**config.mk**
```make
export PLATFORM = sky130hd
export DESIGN_NAME = arith_logic_unit
export DESIGN_NICKNAME = d
export VERILOG_FILES = /design/src/rtl/alu_pkg.sv /design/src/rtl/alu_operand_shaper.sv /design/src/rtl/alu_full_adder.sv /design/src/rtl/alu_bit_slice.sv /design/src/rtl/arith_logic_unit.sv
export SDC_FILE = /design/constraint.sdc
export NUM_CORES = 1
export LEC_CHECK = 0
export BUFFER_PORTS_ARGS = -buffer_cell sky130_fd_sc_hd__buf_2
export CORE_AREA = 2 2 39 41
export DETAILED_ROUTE_END_ITERATION = 8
export DIE_AREA = 0 0 41 43
export SLEW_MARGIN = 40
export SYNTH_ARGS = -nofsm -noshare
export SYNTH_HDL_FRONTEND = slang
export SYNTH_SLANG_ARGS = --single-unit
```
**constraint.sdc**
```tcl
create_clock -name vclk -period 2.7
set_clock_uncertainty 0.2 [all_clocks]
set_input_delay 0.135 -clock vclk [all_inputs]
set_output_delay 0.135 -clock vclk [all_outputs]
set_load 0.02 [all_outputs]
```
**src/rtl/alu_pkg.sv**
```systemverilog
package alu_pkg;

   // Function-select codes. In arithmetic mode a code picks the adder's second input;
   // in logic mode the same code picks the bitwise operation.
   typedef enum logic [1:0] {
      FN_ZERO_OR   = 2'b00,  // arith: Y = 0      | logic: OR
      FN_B_XOR     = 2'b01,  // arith: Y = B      | logic: XOR
      FN_NB_AND    = 2'b10,  // arith: Y = ~B     | logic: AND
      FN_ONES_NOTA = 2'b11   // arith: Y = all 1s | logic: NOT A
   } fn_code_e;

   // Full-adder description variants
   localparam int FA_GATES  = 0;
   localparam int FA_ARITH  = 1;

   // Per-bit adder input bundle
   typedef struct packed {
      logic x;
      logic y;
      logic z;
   } fa_in_t;

endpackage

```
**src/rtl/alu_operand_shaper.sv**
```systemverilog
module alu_operand_shaper
   import alu_pkg::*;
(
   input  logic   a_bit,
   input  logic   b_bit,
   input  logic   c_bit,
   input  logic   mode_logic,
   input  logic [1:0] fn_sel,
   output fa_in_t fa_in
);

   fn_code_e code;
   logic     or_boost;
   logic     and_boost;

   assign code = fn_code_e'(fn_sel);

   // Extra terms on the first adder input that turn XOR into OR / AND
   assign or_boost  = mode_logic & (code == FN_ZERO_OR) & b_bit;
   assign and_boost = mode_logic & (code == FN_NB_AND)  & ~b_bit;

   always_comb begin
      fa_in.x = a_bit | or_boost | and_boost;
      unique case (code)
         FN_ZERO_OR   : fa_in.y = 1'b0;
         FN_B_XOR     : fa_in.y = b_bit;
         FN_NB_AND    : fa_in.y = ~b_bit;
         FN_ONES_NOTA : fa_in.y = 1'b1;
         default      : fa_in.y = 1'b0;
      endcase
      // Carries are inhibited in logic mode
      fa_in.z = c_bit & ~mode_logic;
   end


   always_comb begin
      carry_inhibit_chk: assert (!(mode_logic && fa_in.z))
         else $error("stage carry not inhibited in logic mode");
   end

endmodule

```
**src/rtl/alu_full_adder.sv**
```systemverilog
module alu_full_adder
   import alu_pkg::*;
#(
   parameter int FA_FORM = FA_GATES
)(
   input  fa_in_t fa_in,
   output logic   sum,
   output logic   cout
);

   generate
      if (FA_FORM == FA_GATES) begin : g_gates
         logic half;
         assign half = fa_in.x ^ fa_in.y;
         assign sum  = half ^ fa_in.z;
         assign cout = (fa_in.x & fa_in.y) | (half & fa_in.z);
      end else if (FA_FORM == FA_ARITH) begin : g_arith
         logic [1:0] total;
         assign total = {1'b0, fa_in.x} + {1'b0, fa_in.y} + {1'b0, fa_in.z};
         assign sum   = total[0];
         assign cout  = total[1];
      end else begin : g_bad
         $error("alu_full_adder: FA_FORM must be FA_GATES or FA_ARITH");
      end
   endgenerate


   always_comb begin
      fa_count_chk: assert ({1'b0, cout, sum} ==
                            ({2'b0, fa_in.x} + {2'b0, fa_in.y} + {2'b0, fa_in.z}))
         else $error("full adder sum/carry mismatch");
   end

endmodule

```
**src/rtl/alu_bit_slice.sv**
```systemverilog
module alu_bit_slice
   import alu_pkg::*;
#(
   parameter int FA_FORM = FA_GATES
)(
   input  logic       a_bit,
   input  logic       b_bit,
   input  logic       c_in,
   input  logic       mode_logic,
   input  logic [1:0] fn_sel,
   output logic       f_bit,
   output logic       c_out
);

   fa_in_t fa_in;

   alu_operand_shaper i_shaper (
      .a_bit      (a_bit),
      .b_bit      (b_bit),
      .c_bit      (c_in),
      .mode_logic (mode_logic),
      .fn_sel     (fn_sel),
      .fa_in      (fa_in)
   );

   alu_full_adder #(
      .FA_FORM (FA_FORM)
   ) i_fa (
      .fa_in (fa_in),
      .sum   (f_bit),
      .cout  (c_out)
   );


   always_comb begin
      if (mode_logic) begin
         logic expect_bit;
         unique case (fn_sel)
            2'b00:   expect_bit = a_bit | b_bit;
            2'b01:   expect_bit = a_bit ^ b_bit;
            2'b10:   expect_bit = a_bit & b_bit;
            default: expect_bit = ~a_bit;
         endcase
         slice_logic_chk: assert (f_bit == expect_bit)
            else $error("logic slice output wrong");
      end
   end

endmodule

```
**src/rtl/arith_logic_unit.sv**
```systemverilog
module arith_logic_unit
   import alu_pkg::*;
#(
   parameter int WIDTH   = 4,
   parameter int FA_FORM = FA_GATES
)(
   input  logic [WIDTH-1:0] opa,
   input  logic [WIDTH-1:0] opb,
   input  logic             mode_logic,
   input  logic [1:0]       fn_sel,
   input  logic             carry_in,
   output logic [WIDTH-1:0] result,
   output logic             carry_out
);

   localparam int CHAIN_LEN = WIDTH + 1;

   generate
      if (WIDTH < 1) begin : g_width_bad
         $error("arith_logic_unit: WIDTH must be at least 1");
      end
      if (FA_FORM != FA_GATES && FA_FORM != FA_ARITH) begin : g_form_bad
         $error("arith_logic_unit: unknown FA_FORM");
      end
   endgenerate

   logic [CHAIN_LEN-1:0] carry;

   assign carry[0] = carry_in;

   generate
      for (genvar i = 0; i < WIDTH; i++) begin : g_slice
         alu_bit_slice #(
            .FA_FORM (FA_FORM)
         ) i_slice (
            .a_bit      (opa[i]),
            .b_bit      (opb[i]),
            .c_in       (carry[i]),
            .mode_logic (mode_logic),
            .fn_sel     (fn_sel),
            .f_bit      (result[i]),
            .c_out      (carry[i+1])
         );
      end
   endgenerate

   // Top carry only has meaning for arithmetic
   assign carry_out = carry[WIDTH] & ~mode_logic;


   always_comb begin
      logic_cout_chk: assert (!(mode_logic && carry_out))
         else $error("carry_out set in logic mode");
   end


   always_comb begin
      if (!mode_logic) begin
         logic [WIDTH-1:0] y_ref;
         logic [WIDTH:0]   sum_ref;
         unique case (fn_sel)
            2'b00:   y_ref = '0;
            2'b01:   y_ref = opb;
            2'b10:   y_ref = ~opb;
            default: y_ref = '1;
         endcase
         sum_ref = {1'b0, opa} + {1'b0, y_ref} + {{WIDTH{1'b0}}, carry_in};
         arith_sum_chk: assert ({carry_out, result} == sum_ref)
            else $error("arithmetic sum or carry mismatch");
      end
   end

endmodule

```
Word level (Yosys, flattened, before mapping)
Index checks and enable logic that the tools add are counted.

storage, ports and cells
  logic and storage cells = 56
  output and inout bits = 5
  register bits after elaboration = 0
  input bits = 12

cells by class
  equal/unequal tests = 3
  muxes and demuxes = 4
  bitwise gates (word level) = 48
  reductions and logical operators = 1

operators by type and width
  operator              number
  $and A1 B1 Y1         23
  $pmux W1 S4           4
  $or A1 B1 Y1          12
  $xor A1 B1 Y1         8
  $not A1 Y1            5
  $eq A2 B2 Y1 const B  2
  $eq A2 B1 Y1 const B  1
  $logic_not A2 Y1      1

Depth between registers and ports, before layout
  depth in word-level cells = 18
  depth in mapped cells = 11
  depth with buffers taken out = 10

Hierarchy
From an unflattened synthesis, not the netlist that was laid out.

unflattened totals
  cell total of the unflattened synthesis = 25
  area, all modules = 249.0 µm²

by module, submodules not included
  module              sequential area each (µm²)  cells each  area each (µm²)  instances
  alu_operand_shaper  0.0                         5           38.8             4
  alu_full_adder      0.0                         1           20.0             4
  arith_logic_unit    0.0                         1           13.8             1

Worst setup path before layout
OpenSTA, ideal clock, no wires.

  path kind = input to output
  start point = input port fn_sel[1]
  end point = output port result[3]
  required time = 2.365 ns
  buffers on the path = 2
  arrival = 2.259 ns
  setup slack = 0.106 ns
  stages on the path = 11
  cells stage by stage = buf_6 xor2_1 a21oi_1 fa_1 nor2_1 fa_1 nand2b_1 fa_1 nor2_1 fa_1 buf_4

on the way
  word-level cells in the longest chain between the ends = 16
  elaborated cells on any way between the ends = 43
  those cells by class = 3 x eq/ne; 4 x mux; 35 x bitwise; 1 x reduce/logical

ends and longest elaborated chain
  element                      line                      text
  start, declared              arith_logic_unit.sv:10    input logic [1:0] fn_sel,
  $logic_not A2 Y1             -
  $and A1 B1 Y1 (2 in series)  alu_operand_shaper.sv:19  assign or_boost = mode_logic & (code == FN_ZERO_OR) & b_bit;
  $or A1 B1 Y1 (2 in series)   alu_operand_shaper.sv:23  fa_in.x = a_bit | or_boost | and_boost;
  $xor A1 B1 Y1                alu_full_adder.sv:14      assign half = fa_in.x ^ fa_in.y;
  $and A1 B1 Y1                alu_full_adder.sv:16      assign cout = (fa_in.x & fa_in.y) | (half & fa_in.z);
  $or A1 B1 Y1                 alu_full_adder.sv:16
  $and A1 B1 Y1                alu_operand_shaper.sv:32  fa_in.z = c_bit & ~mode_logic;
  $and A1 B1 Y1                alu_full_adder.sv:16
  $or A1 B1 Y1                 alu_full_adder.sv:16
  $and A1 B1 Y1                alu_operand_shaper.sv:32
  $and A1 B1 Y1                alu_full_adder.sv:16
  $or A1 B1 Y1                 alu_full_adder.sv:16
  $and A1 B1 Y1                alu_operand_shaper.sv:32
  $xor A1 B1 Y1 (*)            alu_full_adder.sv:15      assign sum = half ^ fa_in.z;
  end, declared                arith_logic_unit.sv:12    output logic [WIDTH-1:0] result,

Every way passes the cells marked *; elsewhere a longest branch is shown, timed or not.

Worst setup path after layout
  start point = input port fn_sel[0]
  end point = output port result[3]

Same word-level chain as after synthesis.

==> results.ini <==
[floorplanning]
initial_core_util = 0.193
die_h_um = 43
fp.coreArea_um2 = 1380
dieWidth_um = 41
die_area_um2 = 1760
placementRows = 14
ios = 17

[worst_hold_path]
hold_path_class = in2out
min-delay-start = mode_logic

[timing]
worstMarginPinSlew_ns = 0.202
rsz0062_at_grt = yes
fmax_mhz = 376
hold_viol = 0
slew_headroom = 0.862
fin_crit_sh = 0.984
finalCriticalPeriod_ns = 2.66
final_max_slew_viol_count = 0
setup_viol = 0
fin_ws_ns = 0.0420

[placed_design]
io_buffers = 17
gp_congestion = 0.643
post-place-ws_ns = -0.0473

[job]
timing.max_cap.violations = 0

[cells_and_area]
fillers = 152
fin_nets = 64
drive_gt1_frac = 0.696
nFlopsAndLatches = 0
nClkBuffers = 0
antenna_cells = 0
seqCellArea_um2 = 0
syn2layout_area_growth_pct = 58.4
fin_util = 0.307

[synth]
ys_types = 13
synthCells = 29
synthTopCellsByArea = fa_1 30%, xor2_1 13%, buf_4 11%
netlist_area_um2 = 268
synthTopCellsByCount = 4 x buf_4, 4 x fa_1, 4 x xor2_1
yosysWarnings = 0
syn_area_per_cell_um2 = 9.23
synthDominantCellAreaShare = 0.299
seq_area_frac_synth = 0
synth_nets = 45
yosysTopAreaCell = fa_1

[run_status]
status = completed

[power]
clkPwrFrac = 0
p_int_uw = 48.1
ir_drop_mv = 0.0598
p_per_area_nw_per_um2 = 237
seq_power_share = 0
comb_power_share = 1.000
power_uw = 100
power_leakage_nw = 0.208
swShare = 0.522
netSwitchingPower_uw = 52.4

[drt]
avgViaCountPerCell = 4.02
antenna_left = 0
first_pass_iters = 2
drc = 0
wl_um = 593
dr_total_vias = 249
drt_iter0_drc = 2
routedWlPerCell_um = 9.56

[global_routing]
antenna_found_initial = 0
grt_max_degree = 8
grt_overflow = 0
grt_usage = 0.0664
first_global_vias = 214
grt_pass1_wl_um = 848

[worst_setup_path]
critPathMaxFanout = 2
crit_path_cell_trace = buf_6, and2b_4, a21oi_4, fa_2, nor2_4, fa_2, nand2b_1, fa_2, nor2_2, fa_1, buf_6
critPathMaxStageDelay_ns = 0.43
cp_common_cell = fa_2
crit_path_top_delay_cell = fa_1
crit_family = adder cells
cp.buffers_inverters = 2
worstPathArrival_ns = 2.32
setup.worst_path.start = fn_sel[0]
worst_setup_path_start_kind = input pin
path_class = in2out
required_ns = 2.37
crit_path_end_kind = output pin

[power groups by stage]
stage          clock network [mW]  logic [mW]  registers (mW)
5_1_grt                         0       0.111               0
4_1_cts                         0      0.0944               0
6_report                        0       0.100               0
2_1_floorplan                   0      0.0705               0
3_5_place_dp                    0      0.0856               0
3_3_place_gp                    0      0.0845               0
[worst min-delay path, stage by stage]
cell	delay, ns
buf_2	0.10
buf_4	0.14
nor2b_1	0.05
buf_2	0.15
[cells by family (layout without fill, tap and decap cells)]
logic type               after synthesis  after routing  synth area share
multiplexers                           4              4             0.159
adder cells (fa/ha/maj)                4              4             0.299
AND/OR/NAND/NOR                        6              6             0.136
buffers and inverters                  7             24             0.182
XOR/XNOR                               4              4             0.131
AO/OA/AOI/OAI                          4              4            0.0934
[cell usage in the layout, fill, tap and decap left out]
cell type | synthesis | routed
mux2_2 | 2 | 2
buf_6 | 1 | 3
xor2_1 | 4 | 3
xor2_2 | 0 | 1
mux2i_1 | 2 | 2
buf_4 | 4 | 5
inv_1 | 2 | 2
nor2_4 | 0 | 1
nor2_2 | 0 | 1
and2b_4 | 1 | 1
fa_2 | 0 | 3
a21oi_1 | 2 | 1
a21o_1 | 2 | 2
nand2b_1 | 2 | 2
buf_2 | 0 | 14
a21oi_4 | 0 | 1
fa_1 | 4 | 1
nor2b_1 | 1 | 1
[final cells by class]
| type | instances | area, µm² | area share |
|---|---|---|---|
| Multi-Input combinational cell | 22 | 255 | 0.602 |
| Timing Repair Buffer | 22 | 141 | 0.333 |
| Tap cell | 16 | 20.0 | 0.0472 |
| Inverter | 2 | 7.51 | 0.0177 |
[metal layers]
| layer | vias up | track usage | share of wire | wire (µm) |
|---|---|---|---|---|
| met1 | 117 | 0.110 | 0.45 | 264 |
| li1 | 121 | - | - | - |
| met5 | - | 0 | 0 | 0 |
| met4 | 0 | 0 | 0 | 0 |
| met3 | 0 | 0 | 0.062 | 37 |
| met2 | 11 | 0.100 | 0.49 | 291 |
[per-stage QoR]
| step | TNS, ns | hold WS, ns | instances | instance area, µm² |
|---|---|---|---|---|
| after floorplan | 0 | 0.148 | 29 | 268 |
| after global placement | -0.0510 | 0.488 | 61 | 362 |
| after detailed placement | -0.0473 | 0.485 | 61 | 362 |
| after CTS | 0 | 0.501 | 61 | 380 |
| after global routing | -0.0509 | 0.547 | 62 | 424 |
| final | 0 | 0.506 | 62 | 424 |
[path summary, 6_finish.rpt]
path / slack (ns) / to / cells after the start
setup / recovery: 0.04 / result[3] / 11
hold / removal: 0.51 / carry_out / 4
[what timing repair did]
action | 4_1_cts | 5_1_grt
pin swaps | 5 | 8
gates resized for setup | 7 | 7
setup endpoints to repair | 1 | 1
hold buffers | 0 | 0
setup buffers | 0 | 1
No activity file was read; power rests on OpenSTA's default activity.
